## src/rtl/serial_core_pkg.sv

```systemverilog
// Shared encodings for the serial core controller.
// Assumes a word-addressed register port; flag indices are fixed by the mask layout.
package serial_core_pkg;

    typedef enum logic [1:0] {
        ST_RESET = 2'd0,
        ST_RUN   = 2'd1,
        ST_PAUSE = 2'd3
    } state_code_t;

    localparam int NUM_FLAGS = 6;

    // Word addresses
    localparam int A_STATE = 0;
    localparam int A_SWRST = 1;
    localparam int A_OPER  = 2;
    localparam int A_BUS   = 3;
    localparam int A_CORE  = 4;
    localparam int A_MASK  = 5;

    // Bit positions in the state register
    localparam int B_VALID   = 2;
    localparam int B_FLUSH   = 6;
    localparam int B_ILLEGAL = 7;

    // Flag indices (also mask bit positions)
    localparam int F_OUT_SVC = 0;
    localparam int F_IN_SVC  = 1;
    localparam int F_NACK    = 2;
    localparam int F_BUS_ERR = 3;
    localparam int F_CORE0   = 4;
    localparam int F_CORE1   = 5;

endpackage

```

## src/rtl/serial_core_settle.sv

```systemverilog
// Settling timer: after start, waits HOST_SETTLE clocks, then SER_SETTLE ser_tick
// pulses. busy_o is high for the whole window; done_o marks its last cycle.
// Assumes HOST_SETTLE >= 1 and SER_SETTLE >= 1; a start restarts the window.
module serial_core_settle #(
    parameter int HOST_SETTLE = 3,
    parameter int SER_SETTLE  = 3
) (
    input  logic clk,
    input  logic rst_n,
    input  logic start_i,
    input  logic ser_tick_i,
    output logic busy_o,
    output logic done_o
);
    localparam int HW = (HOST_SETTLE > 1) ? $clog2(HOST_SETTLE) : 1;
    localparam int SW = (SER_SETTLE > 1) ? $clog2(SER_SETTLE) : 1;

    logic [HW-1:0] hcnt;
    logic [SW-1:0] scnt;
    logic          in_ser;
    logic          busy;

    // Last serial tick of the window
    assign done_o = busy && in_ser && ser_tick_i && (scnt == SW'(SER_SETTLE - 1));
    assign busy_o = busy;

    // Two-phase window counter: host clocks first, then serial ticks
    always_ff @(posedge clk) begin
        if (!rst_n) begin
            busy   <= 1'b0;
            in_ser <= 1'b0;
            hcnt   <= '0;
            scnt   <= '0;
        end else if (start_i) begin
            busy   <= 1'b1;
            in_ser <= 1'b0;
            hcnt   <= '0;
            scnt   <= '0;
        end else if (busy) begin
            if (!in_ser) begin
                if (hcnt == HW'(HOST_SETTLE - 1)) in_ser <= 1'b1;
                else                               hcnt   <= hcnt + 1'b1;
            end else if (ser_tick_i) begin
                if (done_o) busy <= 1'b0;
                else        scnt <= scnt + 1'b1;
            end
        end
    end
endmodule

```

## src/rtl/serial_core_state.sv

```systemverilog
// Operating state holder: accepts state writes only while not settling,
// records refused writes, issues flush pulses, applies software reset.
// Assumes the caller decodes the register address into wr_state_i and swrst_i.
module serial_core_state
    import serial_core_pkg::*;
(
    input  logic        clk,
    input  logic        rst_n,
    input  logic        wr_state_i,
    input  logic [1:0]  wr_code_i,
    input  logic        wr_flush_i,
    input  logic        swrst_i,
    input  logic        busy_i,
    input  logic        done_i,
    output state_code_t act_code_o,
    output logic        illegal_o,
    output logic        flush_o,
    output logic        start_o,
    output logic        accept_reset_o
);
    state_code_t req_code;
    state_code_t act_code;
    logic        illegal;
    logic        flush_q;
    logic        accept;
    logic        refuse;

    // Classify a state-register write
    always_comb begin
        accept = wr_state_i && !wr_flush_i && !busy_i && (wr_code_i != 2'd2);
        refuse = wr_state_i && !wr_flush_i && (busy_i || (wr_code_i == 2'd2));
    end

    assign start_o        = accept || swrst_i;
    assign accept_reset_o = accept && (wr_code_i == 2'd0);
    assign act_code_o     = act_code;
    assign illegal_o      = illegal;
    assign flush_o        = flush_q;

    // Requested/applied code, sticky refusal mark and flush pulse
    always_ff @(posedge clk) begin
        if (!rst_n) begin
            req_code <= ST_RESET;
            act_code <= ST_RESET;
            illegal  <= 1'b0;
            flush_q  <= 1'b0;
        end else begin
            flush_q <= wr_state_i && wr_flush_i && !swrst_i;
            if (swrst_i) begin
                req_code <= ST_RESET;
                act_code <= ST_RESET;
                illegal  <= 1'b0;
            end else begin
                if (accept) req_code <= state_code_t'(wr_code_i);
                if (refuse) illegal  <= 1'b1;
                if (done_i) act_code <= req_code;
            end
        end
    end
endmodule

```

## src/rtl/serial_core_flags.sv

```systemverilog
// Bank of event flags: a set pulse latches a bit, a clear vector drops it,
// clr_all drops every bit. Priority: clr_all, then set, then clear.
module serial_core_flags #(
    parameter int WIDTH = 6
) (
    input  logic             clk,
    input  logic             rst_n,
    input  logic             clr_all_i,
    input  logic [WIDTH-1:0] set_i,
    input  logic [WIDTH-1:0] clr_i,
    output logic [WIDTH-1:0] flags_o
);
    for (genvar i = 0; i < WIDTH; i++) begin : g_bit
        // One flag bit with set-over-clear priority
        always_ff @(posedge clk) begin
            if (!rst_n || clr_all_i) flags_o[i] <= 1'b0;
            else if (set_i[i])       flags_o[i] <= 1'b1;
            else if (clr_i[i])       flags_o[i] <= 1'b0;
        end
    end
endmodule

```

## src/rtl/serial_core_ctrl.sv

```systemverilog
// Top of the serial core controller: register decode, read mux, interrupt.
// Assumes DATA_W >= 10 and ADDR_W >= 3; unmapped reads return 0.
module serial_core_ctrl
    import serial_core_pkg::*;
#(
    parameter int ADDR_W      = 3,
    parameter int DATA_W      = 32,
    parameter int HOST_SETTLE = 3,
    parameter int SER_SETTLE  = 3
) (
    input  logic              clk,
    input  logic              rst_n,
    input  logic              reg_wr,
    input  logic [ADDR_W-1:0] reg_addr,
    input  logic [DATA_W-1:0] reg_wdata,
    output logic [DATA_W-1:0] reg_rdata,
    input  logic              evt_out_svc,
    input  logic              evt_in_svc,
    input  logic              evt_nack,
    input  logic              evt_bus_err,
    input  logic [1:0]        evt_core_err,
    input  logic              xfer_active,
    input  logic              ser_tick,
    output logic              run_o,
    output logic              pause_o,
    output logic              flush_o,
    output logic              irq_o
);
    logic                 wr_state, swrst;
    logic                 busy, done, start, accept_reset, illegal;
    state_code_t          act_code;
    logic [NUM_FLAGS-1:0] flags, set_v, clr_v;
    logic [NUM_FLAGS-1:0] mask;
    logic                 st_valid;

    // Write strobes for the state and soft-reset registers
    always_comb begin
        wr_state = reg_wr && (reg_addr == ADDR_W'(A_STATE));
        swrst    = reg_wr && (reg_addr == ADDR_W'(A_SWRST)) && reg_wdata[0];
    end

    assign st_valid = !busy;

    serial_core_settle #(.HOST_SETTLE(HOST_SETTLE), .SER_SETTLE(SER_SETTLE)) i_settle (
        .clk        (clk),
        .rst_n      (rst_n),
        .start_i    (start),
        .ser_tick_i (ser_tick),
        .busy_o     (busy),
        .done_o     (done)
    );

    serial_core_state i_state (
        .clk            (clk),
        .rst_n          (rst_n),
        .wr_state_i     (wr_state),
        .wr_code_i      (reg_wdata[1:0]),
        .wr_flush_i     (reg_wdata[B_FLUSH]),
        .swrst_i        (swrst),
        .busy_i         (busy),
        .done_i         (done),
        .act_code_o     (act_code),
        .illegal_o      (illegal),
        .flush_o        (flush_o),
        .start_o        (start),
        .accept_reset_o (accept_reset)
    );

    // Gather event pulses into flag order
    always_comb begin
        set_v            = '0;
        set_v[F_OUT_SVC] = evt_out_svc;
        set_v[F_IN_SVC]  = evt_in_svc;
        set_v[F_NACK]    = evt_nack;
        set_v[F_BUS_ERR] = evt_bus_err;
        set_v[F_CORE0]   = evt_core_err[0];
        set_v[F_CORE1]   = evt_core_err[1];
    end

    // Write-one-to-clear decode plus error clear on an idle reset-code write
    always_comb begin
        clr_v = '0;
        if (reg_wr && reg_addr == ADDR_W'(A_OPER)) begin
            clr_v[F_OUT_SVC] = reg_wdata[8];
            clr_v[F_IN_SVC]  = reg_wdata[9];
        end
        if (reg_wr && reg_addr == ADDR_W'(A_BUS)) begin
            clr_v[F_NACK]    = reg_wdata[3];
            clr_v[F_BUS_ERR] = reg_wdata[4];
        end
        if (reg_wr && reg_addr == ADDR_W'(A_CORE)) begin
            clr_v[F_CORE0]   = reg_wdata[0];
            clr_v[F_CORE1]   = reg_wdata[1];
        end
        if (accept_reset && !xfer_active) begin
            clr_v[F_NACK]    = 1'b1;
            clr_v[F_BUS_ERR] = 1'b1;
            clr_v[F_CORE0]   = 1'b1;
            clr_v[F_CORE1]   = 1'b1;
        end
    end

    serial_core_flags #(.WIDTH(NUM_FLAGS)) i_flags (
        .clk       (clk),
        .rst_n     (rst_n),
        .clr_all_i (swrst),
        .set_i     (set_v),
        .clr_i     (clr_v),
        .flags_o   (flags)
    );

    // Interrupt mask register; survives software reset
    always_ff @(posedge clk) begin
        if (!rst_n)                                    mask <= '0;
        else if (reg_wr && reg_addr == ADDR_W'(A_MASK)) mask <= reg_wdata[NUM_FLAGS-1:0];
    end

    // Datapath controls and interrupt level
    always_comb begin
        run_o   = (act_code == ST_RUN);
        pause_o = (act_code == ST_PAUSE);
        irq_o   = |(flags & mask);
    end

    // Read mux
    always_comb begin
        reg_rdata = '0;
        case (reg_addr)
            ADDR_W'(A_STATE): begin
                reg_rdata[1:0]       = act_code;
                reg_rdata[B_VALID]   = st_valid;
                reg_rdata[B_ILLEGAL] = illegal;
            end
            ADDR_W'(A_OPER): begin
                reg_rdata[8] = flags[F_OUT_SVC];
                reg_rdata[9] = flags[F_IN_SVC];
            end
            ADDR_W'(A_BUS): begin
                reg_rdata[3] = flags[F_NACK];
                reg_rdata[4] = flags[F_BUS_ERR];
            end
            ADDR_W'(A_CORE): begin
                reg_rdata[0] = flags[F_CORE0];
                reg_rdata[1] = flags[F_CORE1];
            end
            ADDR_W'(A_MASK): reg_rdata[NUM_FLAGS-1:0] = mask;
            default: reg_rdata = '0;
        endcase
    end
endmodule

```

## config.mk

```make
export PLATFORM = sky130hd
export DESIGN_NAME = serial_core_ctrl
export DESIGN_NICKNAME = d
export VERILOG_FILES = /design/src/rtl/serial_core_pkg.sv /design/src/rtl/serial_core_settle.sv /design/src/rtl/serial_core_state.sv /design/src/rtl/serial_core_flags.sv /design/src/rtl/serial_core_ctrl.sv
export SDC_FILE = /design/constraint.sdc
export NUM_CORES = 1
export LEC_CHECK = 0
export CAP_MARGIN = 20
export CORE_UTILIZATION = 35
export CTS_CLUSTER_SIZE = 16
export DETAILED_ROUTE_END_ITERATION = 6
export DONT_BUFFER_PORTS = 1
export GPL_TIMING_DRIVEN = 1
export SYNTH_ARGS = -nofsm -noshare
export SYNTH_HDL_FRONTEND = slang
export SYNTH_SLANG_ARGS = --single-unit
```

## constraint.sdc

```tcl
create_clock -name clk -period 1.4 [get_ports clk]
set_input_delay 0.14 -clock clk [delete_from_list [all_inputs] [get_ports clk]]
set_output_delay 0.14 -clock clk [all_outputs]
set_load 0.01 [all_outputs]
```

==> results of run 1 <==
## critical path: stages, from the launching register on
cell       delay (ns)
dfxtp_1          0.35
inv_1            0.05
ha_1             0.21
nor3b_2          0.21
nor2_1           0.06
a2111oi_0        0.35
## area by class of cell
type / instances / share of cell area, %
Clock buffer: 4 / 3.45
Inverter: 12 / 2.82
Multi-Input combinational cell: 122 / 51.8
Sequential cell: 24 / 30.2
Tap cell: 50 / 3.92
Timing Repair Buffer: 15 / 7.84
## per-stage QoR
step                      TNS, ns  cell area (µm²)  utilization, %  hold slack [ns]  power, W
after floorplan                 0             1530               -            0.268  0.000911
after global placement    -0.0208             1460            36.8            0.272  0.000877
after detailed placement  -0.0722             1460            36.8            0.273  0.000878
after CTS                       0             1570            39.4          0.00371   0.00137
after global routing      -0.0109             1600            40.2           0.0261   0.00143
final                           0             1600            40.2           0.0197   0.00136
## power by group through the flow
stage	Sequential, W	Combinational [W]	Clock (W)
2_1_floorplan	0.000731	0.000180	0
5_1_grt	0.000724	0.000181	0.000525
3_5_place_dp	0.000738	0.000140	0
6_report	0.000722	0.000158	0.000484
4_1_cts	0.000722	0.000155	0.000495
3_3_place_gp	0.000738	0.000139	0
## kinds of logic (layout without fill, tap and decap cells)
kind of cell             count (synthesis)  after routing
XOR/XNOR                                 2              2
buffers and inverters                   43             31
multiplexers                            10             10
AO/OA/AOI/OAI                           27             27
other                                    1             23
AND/OR/NAND/NOR                         58             58
adder cells (fa/ha/maj)                  2              2
flip-flops                              24             24
## state kept, by name, indices dropped and copies added (netlist names)
signal and count:
i_flags.flags_o 6, i_settle.busy_o 1, i_settle.hcnt 2, i_settle.in_ser 1, i_settle.scnt 2, i_state.act_code_o 2
i_state.flush_o 1, i_state.illegal_o 1, i_state.req_code 2, mask 6
## worst max path at each step
stage | start | endpoint | slack [ns]
after floorplan | reg_addr[0] | i_settle.hcnt[1] | 0.005
after global routing | i_settle.hcnt[0] | i_settle.hcnt[1] | -0.01
final | i_settle.hcnt[0] | i_settle.hcnt[1] | 0.06
after global placement | reg_addr[0] | i_state.req_code[0] | -0.01
after detailed placement | reg_addr[0] | i_state.req_code[1] | -0.07
after CTS | i_settle.scnt[0] | i_settle.scnt[1] | 0.02
## cells in the final DEF (no fill, tap or decap), types with 3 or more instances in the layout
master,count
nor2b_1,12
conb_1,23
nor2_1,9
a22oi_1,5
dlygate4sd3_1,5
nor3_1,8
nor4_1,3
dfxtp_1,23
inv_1,12
clkbuf_8,4
a21oi_1,5
nand3_1,3
mux2i_1,10
buf_4,10
o21ai_0,4
and2_1,3
a211oi_1,4
## metal layers
metal  track usage (%)  wire length (µm)  vias to the layer above
li1                  -                 -                      571
met1              19.1              1370                      540
met2              25.9              1600                       33
met3              5.00               269                        4
met4              7.98                51                        0
met5                 0                 0                        -
## what timing repair did
item                                   CTS  global route
setup endpoints to repair                0             6
endpoints found under the hold margin   11             0
gates resized for setup                  0             8
hold buffers                             5             0
==> results.sh, run 1 <==
export IMPL_status="finished, final reports clean"
export IMPL_max_slew_worst_pin_slew_ns=0.573
export IMPL_synth_async_sr_flop_share_pct=0
export IMPL_path_max_fanout=2
export IMPL_grt_pass1_vias=1092
export IMPL_seqCellArea_um2=482
export IMPL_post_dp_hpwl_mm=2.41
export IMPL_area_growth_pct=10.4
export IMPL_coreArea_um2=3970
export IMPL_synth_compound_gate_area_share_pct=13.4
export IMPL_postCtsSetupRepairBufs=0
export IMPL_avgSynthCellArea_um2=8.66
export IMPL_place_detailed_instances=218
export IMPL_antenna_diode_count=0
export IMPL_critical_path_required_ns=1.55
export IMPL_min_path_cells=2
export IMPL_final_layout_size_suffix_gt1_share_pct=13.0
export IMPL_power_switching_share_pct=24.9
export IMPL_finalSetupViolations=0
export IMPL_h_tree_depth=1
export IMPL_floorplan_rows=23
export IMPL_slew_headroom_pct=61.3
export IMPL_grt_usage_pct=16.1
export IMPL_detail_route_drc_violations=0
export IMPL_clkTransAtPathRegs_ns=0.09
export IMPL_pwr_share_comb_pct=11.6
export IMPL_yosysSeqAreaShare_pct=33.2
export IMPL_antenna_found_initial=0
export IMPL_initial_cell_density_of_the_core_pct=36.4
export IMPL_cellInternalPower_w=0.00102
export IMPL_r2r_worst_path_cells=5
export IMPL_synth_seq_cells=24
export IMPL_design_die_area_um2=4390
export IMPL_power_density_nw_per_um2=854
export IMPL_syn_instance_count=167
export IMPL_post_place_ws_ns=-0.0722
export IMPL_start_kind="flop"
export IMPL_layoutNonFillerInstCount=227
export IMPL_timing_hold_worst_start="reg_wdata[0]"
export IMPL_min_period_ns=1.34
export IMPL_routedWlPerCell_um=14.5
export IMPL_ys_top_cells_by_area="dfxtp_1 (33%), buf_4 (12%), mux2i_1 (6.9%)"
export IMPL_tritoncts_num_buffers=3
export IMPL_synth_common_cells="dfxtp_1 (24), buf_4 (23), inv_1 (12), nor2b_1 (12)"
export IMPL_final_max_slew_viol_count=0
export IMPL_detailedRoute_firstPassIterationCount=4
export IMPL_edff_count_synth=0
export IMPL_crit_reg2reg_capture="i_settle.hcnt[1]"
export IMPL_most_frequently_used_flop_master_after_synthesis="dfxtp_1"
export IMPL_synth_xor_xnor_area_share_pct=1.21
export IMPL_post_synth_top_area_cell="dfxtp_1"
export IMPL_synth_top_family_by_area="simple AND/OR/NAND/NOR gates"
export IMPL_synth_adder_area_share_pct=1.73
export IMPL_layout_worst_path_cycle_share_pct=95.4
export IMPL_post_synth_top_area_fraction_pct=33.2
export IMPL_vias=1148
export IMPL_synth_area_mux_share_pct=6.92
export IMPL_power_switching_w=0.000339
export IMPL_ioPinCount=82
export IMPL_skew_ns=0.00234
export IMPL_clock_insertion_delay_at_the_later_pin_of_the_skew_report_ns=0.27
export IMPL_yosys_warnings=0
export IMPL_worstSetupPathType="flop to flop"
export IMPL_die_y_um=66.3
export IMPL_filler_cell_count=440
export IMPL_syn_cell_area_um2=1450
export IMPL_cts_root_buffer="clkbuf_8"
export IMPL_max_freq_mhz=749
export IMPL_timing_hold_violations_final=0
export IMPL_seq_power_share_pct=53.0
export IMPL_grt_pass1_wl_mm=5.22
export IMPL_post_route_worst_setup_slack_ns=0.0649
export IMPL_gp_congestion=0.761
export IMPL_totalWireLength_mm=3.28
export IMPL_ctsLongestPathBuffers=2
export IMPL_cts_tree="yes"
export IMPL_antenna_violating_nets_post_route=0
export IMPL_cell_with_the_most_instances_after_synthesis="dfxtp_1"
export IMPL_reg2reg_slack_ns=0.06
export IMPL_power_static_leakage_nw=0.670
export IMPL_cp_arrival_ns=1.49
export IMPL_clock_sink_count=24
export IMPL_power_share_of_the_clock_group_pct=35.5
export IMPL_crit_path_end_kind="flop"
export IMPL_min_path_type="input port to flop"
export IMPL_gr_total_overflow=0
export IMPL_final_net_count=226
export IMPL_buffer_ports_inserted=0
export IMPL_vias_per_cell=5.06
export IMPL_distinct_cell_type_count_of_the_synthesized_netlist=37
export IMPL_max_cap_viol_count=0
export IMPL_drt_initial_drc_count=46
export IMPL_vdd_drop_max_mv=0.389
export IMPL_area_occupied_by_multi_input_gates_um2=827
export IMPL_min_to="i_state.req_code[0]"
export IMPL_floorplan_die_width_um=66.3
export IMPL_grt_start_max_net_pins=18
export IMPL_crit_reg2reg_launch="i_settle.hcnt[0]"
export IMPL_yosys_area_share_simple_pct=25.9
Note: power is estimated with default switching activity, not from simulation.
==> run 2: changes to the inputs <==
HOLD_SLACK_MARGIN = 0.05   (was default)
==> run 2 against run 1 <==
Compared with the run above:
- sequential share of layout area down 1.6 points
- final area increased by 5.6%
- cell count up 4.0%
- setup slack got worse by 0.00059 ns
- critical path depth did not move
- sequential cell count unchanged
- utilization grew 2.3 points
- critical path type unchanged
- clock skew grew 0.00072 ns
- register-to-register slack about the same
- non-clock buffer count is 9 higher
- clock power about the same
- critical endpoint unchanged
==> results.sh, run 2 (synthesis gave the netlist of run 1 again) <==
export IMPL_routedWlPerCell_um=14.6
export IMPL_antenna_diode_count=0
export IMPL_tritoncts_num_buffers=3
export IMPL_clock_sink_count=24
export IMPL_vias=1196
export IMPL_total_power_w=0.00139
export IMPL_floorplan_die_width_um=66.3
export IMPL_clock_insertion_delay_at_the_later_pin_of_the_skew_report_ns=0.27
export IMPL_cpLargestDelayFamily="flip-flops"
export IMPL_crit_buf_inv=1
export IMPL_power_static_leakage_nw=0.707
export IMPL_slew_headroom_pct=61.6
export IMPL_final_net_count=235
export IMPL_coreArea_um2=3970
export IMPL_clkTransAtPathRegs_ns=0.09
export IMPL_cp_slowest_stage_delay_ns=0.35
export IMPL_max_freq_mhz=749
export IMPL_vdd_drop_max_mv=0.390
export IMPL_area_growth_pct=16.6
export IMPL_antenna_found_initial=0
export IMPL_gr_usage_met2_pct=26.9
export IMPL_grt_pass1_vias=1123
export IMPL_min_period_ns=1.34
export IMPL_vias_per_cell=5.07
export IMPL_status="finished, final reports clean"
export IMPL_postCtsSetupRepairBufs=0
export IMPL_critical_path_required_ns=1.56
export IMPL_gr_total_overflow=0
export IMPL_layout_cells_most_common_list="conb_1 (23), dfxtp_1 (23), dlygate4sd3_1 (14), inv_1 (12), nor2b_1 (12)"
export IMPL_cts_root_buffer="clkbuf_8"
export IMPL_worstSetupPathType="flop to flop"
export IMPL_drt_initial_drc_count=62
export IMPL_gp_congestion=0.761
export IMPL_design_die_area_um2=4390
export IMPL_totalWireLength_mm=3.45
export IMPL_timing_hold_violations_final=0
export IMPL_initial_cell_density_of_the_core_pct=36.4
export IMPL_groute_layer_met3_usage_pct=4.66
export IMPL_filler_cell_count=434
export IMPL_start_kind="flop"
export IMPL_crit_reg2reg_launch="i_settle.hcnt[0]"
export IMPL_crit_path_end_kind="flop"
export IMPL_final_max_slew_viol_count=0
export IMPL_grt_start_max_net_pins=18
export IMPL_reg2reg_slack_ns=0.06
export IMPL_timing_critical_path_from="i_settle.hcnt[0]"
export IMPL_skew_ns=0.00306
export IMPL_layout_top_registers="i_flags.flags_o x6, mask x6"
export IMPL_min_path_type="input port to flop"
export IMPL_finalSetupViolations=0
export IMPL_layout_worst_path_cycle_share_pct=95.4
export IMPL_ctsLongestPathBuffers=2
export IMPL_grt_pass1_wl_mm=5.41
export IMPL_buffer_ports_inserted=0
export IMPL_antenna_violating_nets_post_route=0
export IMPL_detailedRoute_firstPassIterationCount=4
export IMPL_top_usage_layer="met2"
export IMPL_cp_cell_sequence="inv_1 -> ha_1 -> nor3b_2 -> nor2_1 -> a2111oi_0"
export IMPL_post_dp_hpwl_mm=2.41
export IMPL_critPathSlowestCell="dfxtp_1"
export IMPL_h_tree_depth=1
export IMPL_detail_route_drc_violations=0
export IMPL_grtUsageMet1_pct=20.3
export IMPL_cts_tree="yes"
export IMPL_path_max_fanout=2
export IMPL_max_slew_worst_pin_slew_ns=0.568
export IMPL_grt_usage_pct=16.7
export IMPL_final_layout_size_suffix_gt1_share_pct=12.4
export IMPL_ioPinCount=82
export IMPL_post_place_ws_ns=-0.0722
export IMPL_cp_arrival_ns=1.49
export IMPL_power_density_nw_per_um2=823
export IMPL_die_y_um=66.3
export IMPL_floorplan_rows=23
export IMPL_timing_hold_worst_start="rst_n"
export IMPL_max_cap_viol_count=0
export IMPL_post_route_worst_setup_slack_ns=0.0643
-- run 2: changes by cell type in the layout (fill, tap and decap cells not counted), sizes merged --
| cell | change |
|---|---|
| dlygate4sd3 | +9 |
-- run 2: final timing paths --
path / cells after the start / end
min: 2 / i_flags.flags_o[1]
max: 5 / i_settle.hcnt[1]
min reg2reg: 2 / i_state.illegal_o
max reg2reg: 5 / i_settle.hcnt[1]
-- run 2: area by class of cell --
class / count / area, µm² / share of cell area, %
clock buffer: 4 / 55.1 / 3.26
inverter: 12 / 45.0 / 2.67
multi-input combinational: 122 / 827 / 49.0
sequential: 24 / 482 / 28.6
tap: 50 / 62.6 / 3.71
timing repair buffer: 24 / 215 / 12.8
-- run 2: stage by stage --
stage	utilization, %	TNS (ns)	instance area [µm²]	std cells	hold WS [ns]
after detailed placement	36.8	-0.0722	1460	218	0.273
after global placement	36.8	-0.0208	1460	218	0.272
after CTS	41.7	0	1660	236	0.0536
final	42.5	0	1690	236	0.0527
after global routing	42.5	-0.0109	1690	236	0.0698
after floorplan	-	0	1530	189	0.268
-- run 2: metal layers --
layer	routed length (µm)	share of wire, %
met5	0	0
met4	52	1.5
met3	250	7.2
met1	1520	44
met2	1620	47
-- run 2: power breakdown --
| group | switching, W | total [W] | leakage, nW | internal, W |
|---|---|---|---|---|
| combinational | 0.0000964 | 0.000181 | 0.482 | 0.0000846 |
| sequential | 0.0000177 | 0.000722 | 0.196 | 0.000704 |
| clock | 0.000234 | 0.000485 | 0.0288 | 0.000252 |
| total | 0.000348 | 0.00139 | 0.707 | 0.00104 |
-- run 2: timing repair --
| action | in CTS | in global routing |
|---|---|---|
| resized for setup | 0 | 8 |
| hold buffers | 14 | 0 |
| endpoints found under the hold margin | 16 | 0 |
| endpoints found under the setup margin | 0 | 6 |
-- run 2: worst register-to-register path, stage by stage, from the launching register on --
cell and delay (ns):
dfxtp_1 0.35, inv_1 0.05, ha_1 0.21, nor3b_2 0.21, nor2_1 0.06, a2111oi_0 0.35
